===== src/rtl/ainl_pkg.sv =====
package ainl_pkg;

    // Datapath geometry
    localparam int ANG_W    = 16;                 // binary angle width
    localparam int N_ENT    = 180;                // table entries per turn
    localparam int IDX_W    = $clog2(N_ENT);      // segment index width
    localparam int FRAC_W   = 8;                  // interpolation fraction bits
    localparam int ENT_FRAC = 6;                  // fractional bits of a table entry (arc-minutes)
    localparam int ENT_W    = 11;                 // signed table entry width
    localparam int PROD_W   = ANG_W + IDX_W;      // angle * N_ENT product width
    localparam int CORR_W   = ENT_W + FRAC_W + 1; // interpolated correction width
    localparam int NUM_W    = CORR_W + ANG_W + 1; // conversion numerator width

    // Table profile generator
    localparam int TBL_MUL   = 37;
    localparam int TBL_MOD   = 97;
    localparam int TBL_OFS   = 48;
    localparam int TBL_SCALE = 8;
    localparam int TBL_MAX   = TBL_OFS * TBL_SCALE;

    // Unit conversion: arc-minutes per turn and divisor for the scaled product
    localparam longint MIN_PER_TURN = 21600;
    localparam longint CONV_DEN     = MIN_PER_TURN <<< (ENT_FRAC + FRAC_W);
    localparam longint CONV_HALF    = CONV_DEN / 2;
    localparam int     MAX_LSB      =
        int'((longint'(TBL_MAX) <<< ANG_W) / (MIN_PER_TURN <<< ENT_FRAC)) + 1;

    typedef struct packed {
        logic                    vld;
        logic [ANG_W-1:0]        ang;
        logic [IDX_W-1:0]        idx;
        logic [FRAC_W-1:0]       frac;
    } loc_t;

    typedef struct packed {
        logic                    vld;
        logic [ANG_W-1:0]        ang;
        logic signed [CORR_W-1:0] corr;
    } itp_t;

    function automatic logic signed [ENT_W-1:0] tbl_val(input int k);
        int v;
        v = (((k * TBL_MUL) % TBL_MOD) - TBL_OFS) * TBL_SCALE;
        return ENT_W'(v);
    endfunction

endpackage


===== src/rtl/ainl_locate.sv =====
module ainl_locate
    import ainl_pkg::*;
(
    input  logic             clk,
    input  logic             rst,
    input  logic             in_vld,
    input  logic [ANG_W-1:0] in_ang,
    output loc_t             q
);

    logic [PROD_W-1:0] prod;

    always_comb begin
        prod = PROD_W'(in_ang) * PROD_W'(N_ENT);
    end

    always_ff @(posedge clk) begin
        if (rst) begin
            q <= '0;
        end else begin
            q.vld <= in_vld;
            if (in_vld) begin
                q.ang  <= in_ang;
                q.idx  <= IDX_W'(prod >> ANG_W);
                q.frac <= FRAC_W'(prod >> (ANG_W - FRAC_W));
            end
        end
    end

    AST_IDX_RANGE: assert property (@(posedge clk) disable iff (rst)
        q.vld |-> (q.idx < IDX_W'(N_ENT)));

endmodule


===== src/rtl/ainl_interp.sv =====
module ainl_interp
    import ainl_pkg::*;
(
    input  logic clk,
    input  logic rst,
    input  loc_t d,
    output itp_t q
);

    localparam int MAXC = TBL_MAX <<< FRAC_W;

    logic signed [ENT_W-1:0] rom [N_ENT];

    for (genvar g = 0; g < N_ENT; g++) begin : g_ent
        assign rom[g] = tbl_val(g);
    end

    logic [IDX_W-1:0]         nxt;
    logic signed [CORR_W-1:0] lo_x;
    logic signed [CORR_W-1:0] hi_x;
    logic signed [CORR_W-1:0] corr;

    always_comb begin
        nxt  = (d.idx == IDX_W'(N_ENT - 1)) ? '0 : d.idx + IDX_W'(1);
        lo_x = CORR_W'(rom[d.idx]);
        hi_x = CORR_W'(rom[nxt]);
        corr = (lo_x <<< FRAC_W)
             + CORR_W'($signed({1'b0, d.frac})) * (hi_x - lo_x);
    end

    always_ff @(posedge clk) begin
        if (rst) begin
            q <= '0;
        end else begin
            q.vld <= d.vld;
            if (d.vld) begin
                q.ang  <= d.ang;
                q.corr <= corr;
            end
        end
    end

    AST_CORR_BOUND: assert property (@(posedge clk) disable iff (rst)
        q.vld |-> (q.corr <= CORR_W'(MAXC) && q.corr >= -CORR_W'(MAXC)));

endmodule


===== src/rtl/ainl_apply.sv =====
module ainl_apply
    import ainl_pkg::*;
(
    input  logic             clk,
    input  logic             rst,
    input  itp_t             d,
    output logic             out_vld,
    output logic [ANG_W-1:0] out_ang
);

    logic signed [NUM_W-1:0] num;
    logic                    neg;
    logic [NUM_W-1:0]        mag;
    logic [NUM_W-1:0]        quo;
    logic [NUM_W-1:0]        shift;
    logic [ANG_W-1:0]        sum;

    always_comb begin
        num   = $signed(NUM_W'(d.corr)) <<< ANG_W;
        neg   = num[NUM_W-1];
        mag   = neg ? NUM_W'(-num) : NUM_W'(num);
        quo   = (mag + NUM_W'(CONV_HALF)) / NUM_W'(CONV_DEN);
        shift = neg ? (~quo + NUM_W'(1)) : quo;
        sum   = d.ang + ANG_W'(shift);
    end

    always_ff @(posedge clk) begin
        if (rst) begin
            out_vld <= 1'b0;
            out_ang <= '0;
        end else begin
            out_vld <= d.vld;
            if (d.vld) begin
                out_ang <= sum;
            end
        end
    end

    AST_HOLD_IDLE: assert property (@(posedge clk) disable iff (rst)
        !d.vld |=> $stable(out_ang));

endmodule


===== src/rtl/ainl_corrector.sv =====
module ainl_corrector
    import ainl_pkg::*;
(
    input  logic             clk,
    input  logic             rst,
    input  logic             in_vld,
    input  logic [ANG_W-1:0] in_ang,
    output logic             out_vld,
    output logic [ANG_W-1:0] out_ang
);

    loc_t s1;
    itp_t s2;

    ainl_locate u_locate (
        .clk    (clk),
        .rst    (rst),
        .in_vld (in_vld),
        .in_ang (in_ang),
        .q      (s1)
    );

    ainl_interp u_interp (
        .clk (clk),
        .rst (rst),
        .d   (s1),
        .q   (s2)
    );

    ainl_apply u_apply (
        .clk     (clk),
        .rst     (rst),
        .d       (s2),
        .out_vld (out_vld),
        .out_ang (out_ang)
    );

    // cycles since reset, saturating at the pipeline depth
    logic [1:0] since_rst;
    always_ff @(posedge clk) begin
        if (rst)                 since_rst <= '0;
        else if (since_rst != 2'd3) since_rst <= since_rst + 2'd1;
    end

    AST_RESET_QUIET: assert property (@(posedge clk)
        (since_rst != 2'd3) |-> !out_vld);

    AST_LATENCY: assert property (@(posedge clk) disable iff (rst)
        (since_rst == 2'd3) |-> (out_vld == $past(in_vld, 3)));

    AST_STEP_BOUND: assert property (@(posedge clk) disable iff (rst)
        (since_rst == 2'd3 && out_vld) |->
            ($signed(ANG_W'(out_ang - $past(in_ang, 3))) <= MAX_LSB &&
             $signed(ANG_W'(out_ang - $past(in_ang, 3))) >= -MAX_LSB));

endmodule


===== config.mk =====
export PLATFORM = sky130hd
export DESIGN_NAME = ainl_corrector
export DESIGN_NICKNAME = d
export VERILOG_FILES = /design/src/rtl/ainl_pkg.sv /design/src/rtl/ainl_locate.sv /design/src/rtl/ainl_interp.sv /design/src/rtl/ainl_apply.sv /design/src/rtl/ainl_corrector.sv
export SDC_FILE = /design/constraint.sdc
export NUM_CORES = 1
export LEC_CHECK = 0
export BUFFER_PORTS_ARGS = -buffer_cell sky130_fd_sc_hd__buf_2
export CAP_MARGIN = 20
export CELL_PAD_IN_SITES_DETAIL_PLACEMENT = 1
export CELL_PAD_IN_SITES_GLOBAL_PLACEMENT = 2
export CORE_MARGIN = 2
export CORE_UTILIZATION = 25
export CTS_CLUSTER_DIAMETER = 80
export DETAILED_ROUTE_END_ITERATION = 10
export PLACE_DENSITY = 0.67
export SYNTH_ARGS = -nofsm -noshare
export SYNTH_HDL_FRONTEND = slang
export SYNTH_HIERARCHICAL = 1
export SYNTH_SLANG_ARGS = --single-unit

===== constraint.sdc =====
create_clock -name clk -period 18.5 [get_ports clk]
set_input_delay 4.625 -clock clk [delete_from_list [all_inputs] [get_ports clk]]
set_output_delay 4.625 -clock clk [all_outputs]
set_load 0.01 [all_outputs]

==> impl_metrics.json <==
{
  "slew-limit-headroom_pct": 31.1,
  "crit_fanout": 17,
  "port_buffers": 35,
  "via_per_inst": 5.42,
  "rsz0062_at_grt": "no",
  "fmax_ghz": 0.0636,
  "status": "completed",
  "post-route-period-util_pct": 85.0,
  "worstHoldPathType": "flip-flop to flip-flop",
  "cts_hold_buf": 0,
  "synthDistinctLibCells": 137,
  "max_stage_delay_ns": 0.69,
  "setup_viol": 0,
  "multi_input_area_sq_um": 14600,
  "finalSetupTns_ns": 0,
  "vias": 17400,
  "utilization_pct": 27.0,
  "die_h_um": 269,
  "dr.pass1.iters": 7,
  "routedWlPerCell_um": 19.2,
  "gr-usage-all-layers_pct": 16.5,
  "start_util_pct": 25.2,
  "regArea_sq_um": 1690,
  "cts.sinks": 84,
  "hold_depth": 2,
  "tritoncts": "built",
  "synthArstFlopShare_pct": 0,
  "drc": 0,
  "ys.flop_type": "dfxtp_1",
  "root_buffer": "clkbuf_16",
  "die_w_um": 269,
  "drt_wl_total_um": 61700,
  "path_clk_slew_ns": 0.07,
  "synth_cells": 2337,
  "synth_edf_count": 0,
  "cts_made_buffers": 9,
  "grt_max_degree": 62,
  "core_area_sq_um": 69900,
  "place_congestion": 0.850,
  "synth_top_area_share_pct": 9.66,
  "fp.dieArea_sq_um": 72600,
  "place_hpwl_um": 47100,
  "fillers": 8635,
  "grt_antenna_before_repair": 0,
  "h-tree-depth": 3,
  "reg2regPathDepth": 52,
  "grt_pass1_vias": 17900,
  "cts_setup_buffers": 0,
  "critPathLaunchType": "flip-flop",
  "grt_pass1_wl_um": 99500,
  "antenna_left": 0,
  "clk_path_buf_depth": 2,
  "drt_iter0_markers": 1092,
  "diodes": 0,
  "skew_ns": 0.0146,
  "layout-drive-gt1-share_pct": 8.68,
  "ys_seq_area_share_pct": 9.54,
  "hold_viol": 0,
  "io_pins": 36,
  "worst_setup_path_end_kind": "flip-flop",
  "maxSlewViolCount": 0,
  "crit_slowest_cell": "nor3_1",
  "synthTopCellsByArea": "fa_1 9.7%, dfxtp_1 9.5%, ha_1 8.2%, mux2i_1 4.9%, nor2_1 4.6%",
  "areaGrowthSynthToFinish_pct": 6.97,
  "syn-cell-area_sq_um": 17600,
  "synth_largest_area_cell": "fa_1",
  "tightest_slew_ns": 1.03,
  "path_common_cell": "a21oi_1",
  "critPathRequiredTime_ns": 18.73,
  "synth_seq_cells": 84,
  "setup.worst_path.class": "flip-flop to flip-flop",
  "maxCapViolations": 0,
  "clk_latency_ns": 0.36,
  "std_cell_rows": 97,
  "grt.overflow.total": 0,
  "finalNetCount": 2485,
  "syn_avg_cell_area_sq_um": 7.54,
  "crit_arrival_ns": 15.96,
  "finalCriticalPeriod_ns": 15.73,
  "cts_resized": 0,
  "yosys_warnings": 6
}
-- cell usage in the layout (no fill, tap or decap), drive strengths merged, types with 35 or more instances in the layout --
cell type / instances
a211oi: 49
a21o: 38
a21oi: 153
a31oi: 35
and2: 45
buf: 69
dfxtp: 84
fa: 85
ha: 116
inv: 183
mux2i: 86
nand2: 169
nand3: 71
nor2: 219
nor3: 53
o211ai: 50
o21ai: 140
xnor2: 92
xor2: 41
-- synthesized netlist by cell type, types with 45 or more instances --
cell	count
nor2_1	214
inv_1	176
nand2_1	167
a21oi_1	147
o21ai_0	119
ha_1	116
xnor2_1	90
mux2i_1	86
fa_1	85
dfxtp_1	84
clkbuf_1	82
nand3_1	70
nor3_1	53
buf_2	45
o211ai_1	45
-- path summary, 6_finish.rpt --
path / from / slack, ns / to
worst min-delay path: u_apply/out_ang[13]$_SDFFE_PP0P_ / 0.50 / u_apply/out_ang[13]$_SDFFE_PP0P_
worst min register to register: u_apply/out_ang[13]$_SDFFE_PP0P_ / 0.50 / u_apply/out_ang[13]$_SDFFE_PP0P_
worst max-delay path: u_interp/q[4]$_SDFFE_PP0P_ / 2.77 / u_apply/out_ang[15]$_SDFFE_PP0P_
worst max register to register: u_interp/q[4]$_SDFFE_PP0P_ / 2.77 / u_apply/out_ang[15]$_SDFFE_PP0P_
-- cell families (layout without fill, tap and decap cells) --
group                      Yosys count  in the layout  share of synthesized area, %
other                                1              3                        0.0213
buffers and inverters              336            267                          7.84
AOI/OAI and AO/OA                  742            742                          30.4
xor gates and xnor gates           134            134                          6.87
adders and majority gates          203            203                          18.0
DFF                                 84             84                          9.54
and+or+nand+nor                    735            735                          21.1
muxes                              102            102                          6.25
-- through the flow --
stage          std cells  setup slack, ns  cell area [sq um]  hold WS, ns
2_1_floorplan       2339             5.82              17600        0.426
3_3_place_gp        3194             3.37              18500        0.475
3_5_place_dp        3194             2.86              18500        0.488
4_1_cts             3210             2.77              18800        0.499
5_1_grt             3210             1.08              18800        0.515
6_report            3210             2.77              18800        0.498
-- flip-flops by register name, summed over array words and instances, names as in the netlist --
signal and cells:
u_locate/q 33, u_apply/out_ang 16, u_interp/q 34, u_apply/out_vld 1
-- cell type report --
type / count / area share (%)
clock buffers: 9 / 1.19
flip-flops and latches: 84 / 8.95
well taps: 940 / 6.24
repair buffers: 69 / 2.28
multi-input cells: 1919 / 77.3
inverters: 182 / 3.62
clock inverters: 7 / 0.425
-- critical path, delay by kind of cell, from the launching register on --
family | cells | cell delay [ns]
flip-flops | 1 | 0.49
AO/OA/AOI/OAI | 33 | 8.81
XOR/XNOR | 2 | 0.48
adder cells (fa/ha/maj) | 2 | 0.53
AND/OR/NAND/NOR | 13 | 4.82
multiplexers | 1 | 0.29
buffers and inverters | 1 | 0.16
-- layer usage --
| metal | routed length, um | vias up | global-route usage, % |
|---|---|---|---|
| met5 | 0 | - | 0 |
| met4 | 1000 | 0 | 3.58 |
| met3 | 1540 | 57 | 1.42 |
| met2 | 29400 | 252 | 28.0 |
| met1 | 29700 | 8720 | 22.6 |
| li1 | - | 8374 | - |
Power is left out: the tool's default activity adds up to more than one toggle a clock period on the data nets, which glitch-free logic cannot reach.
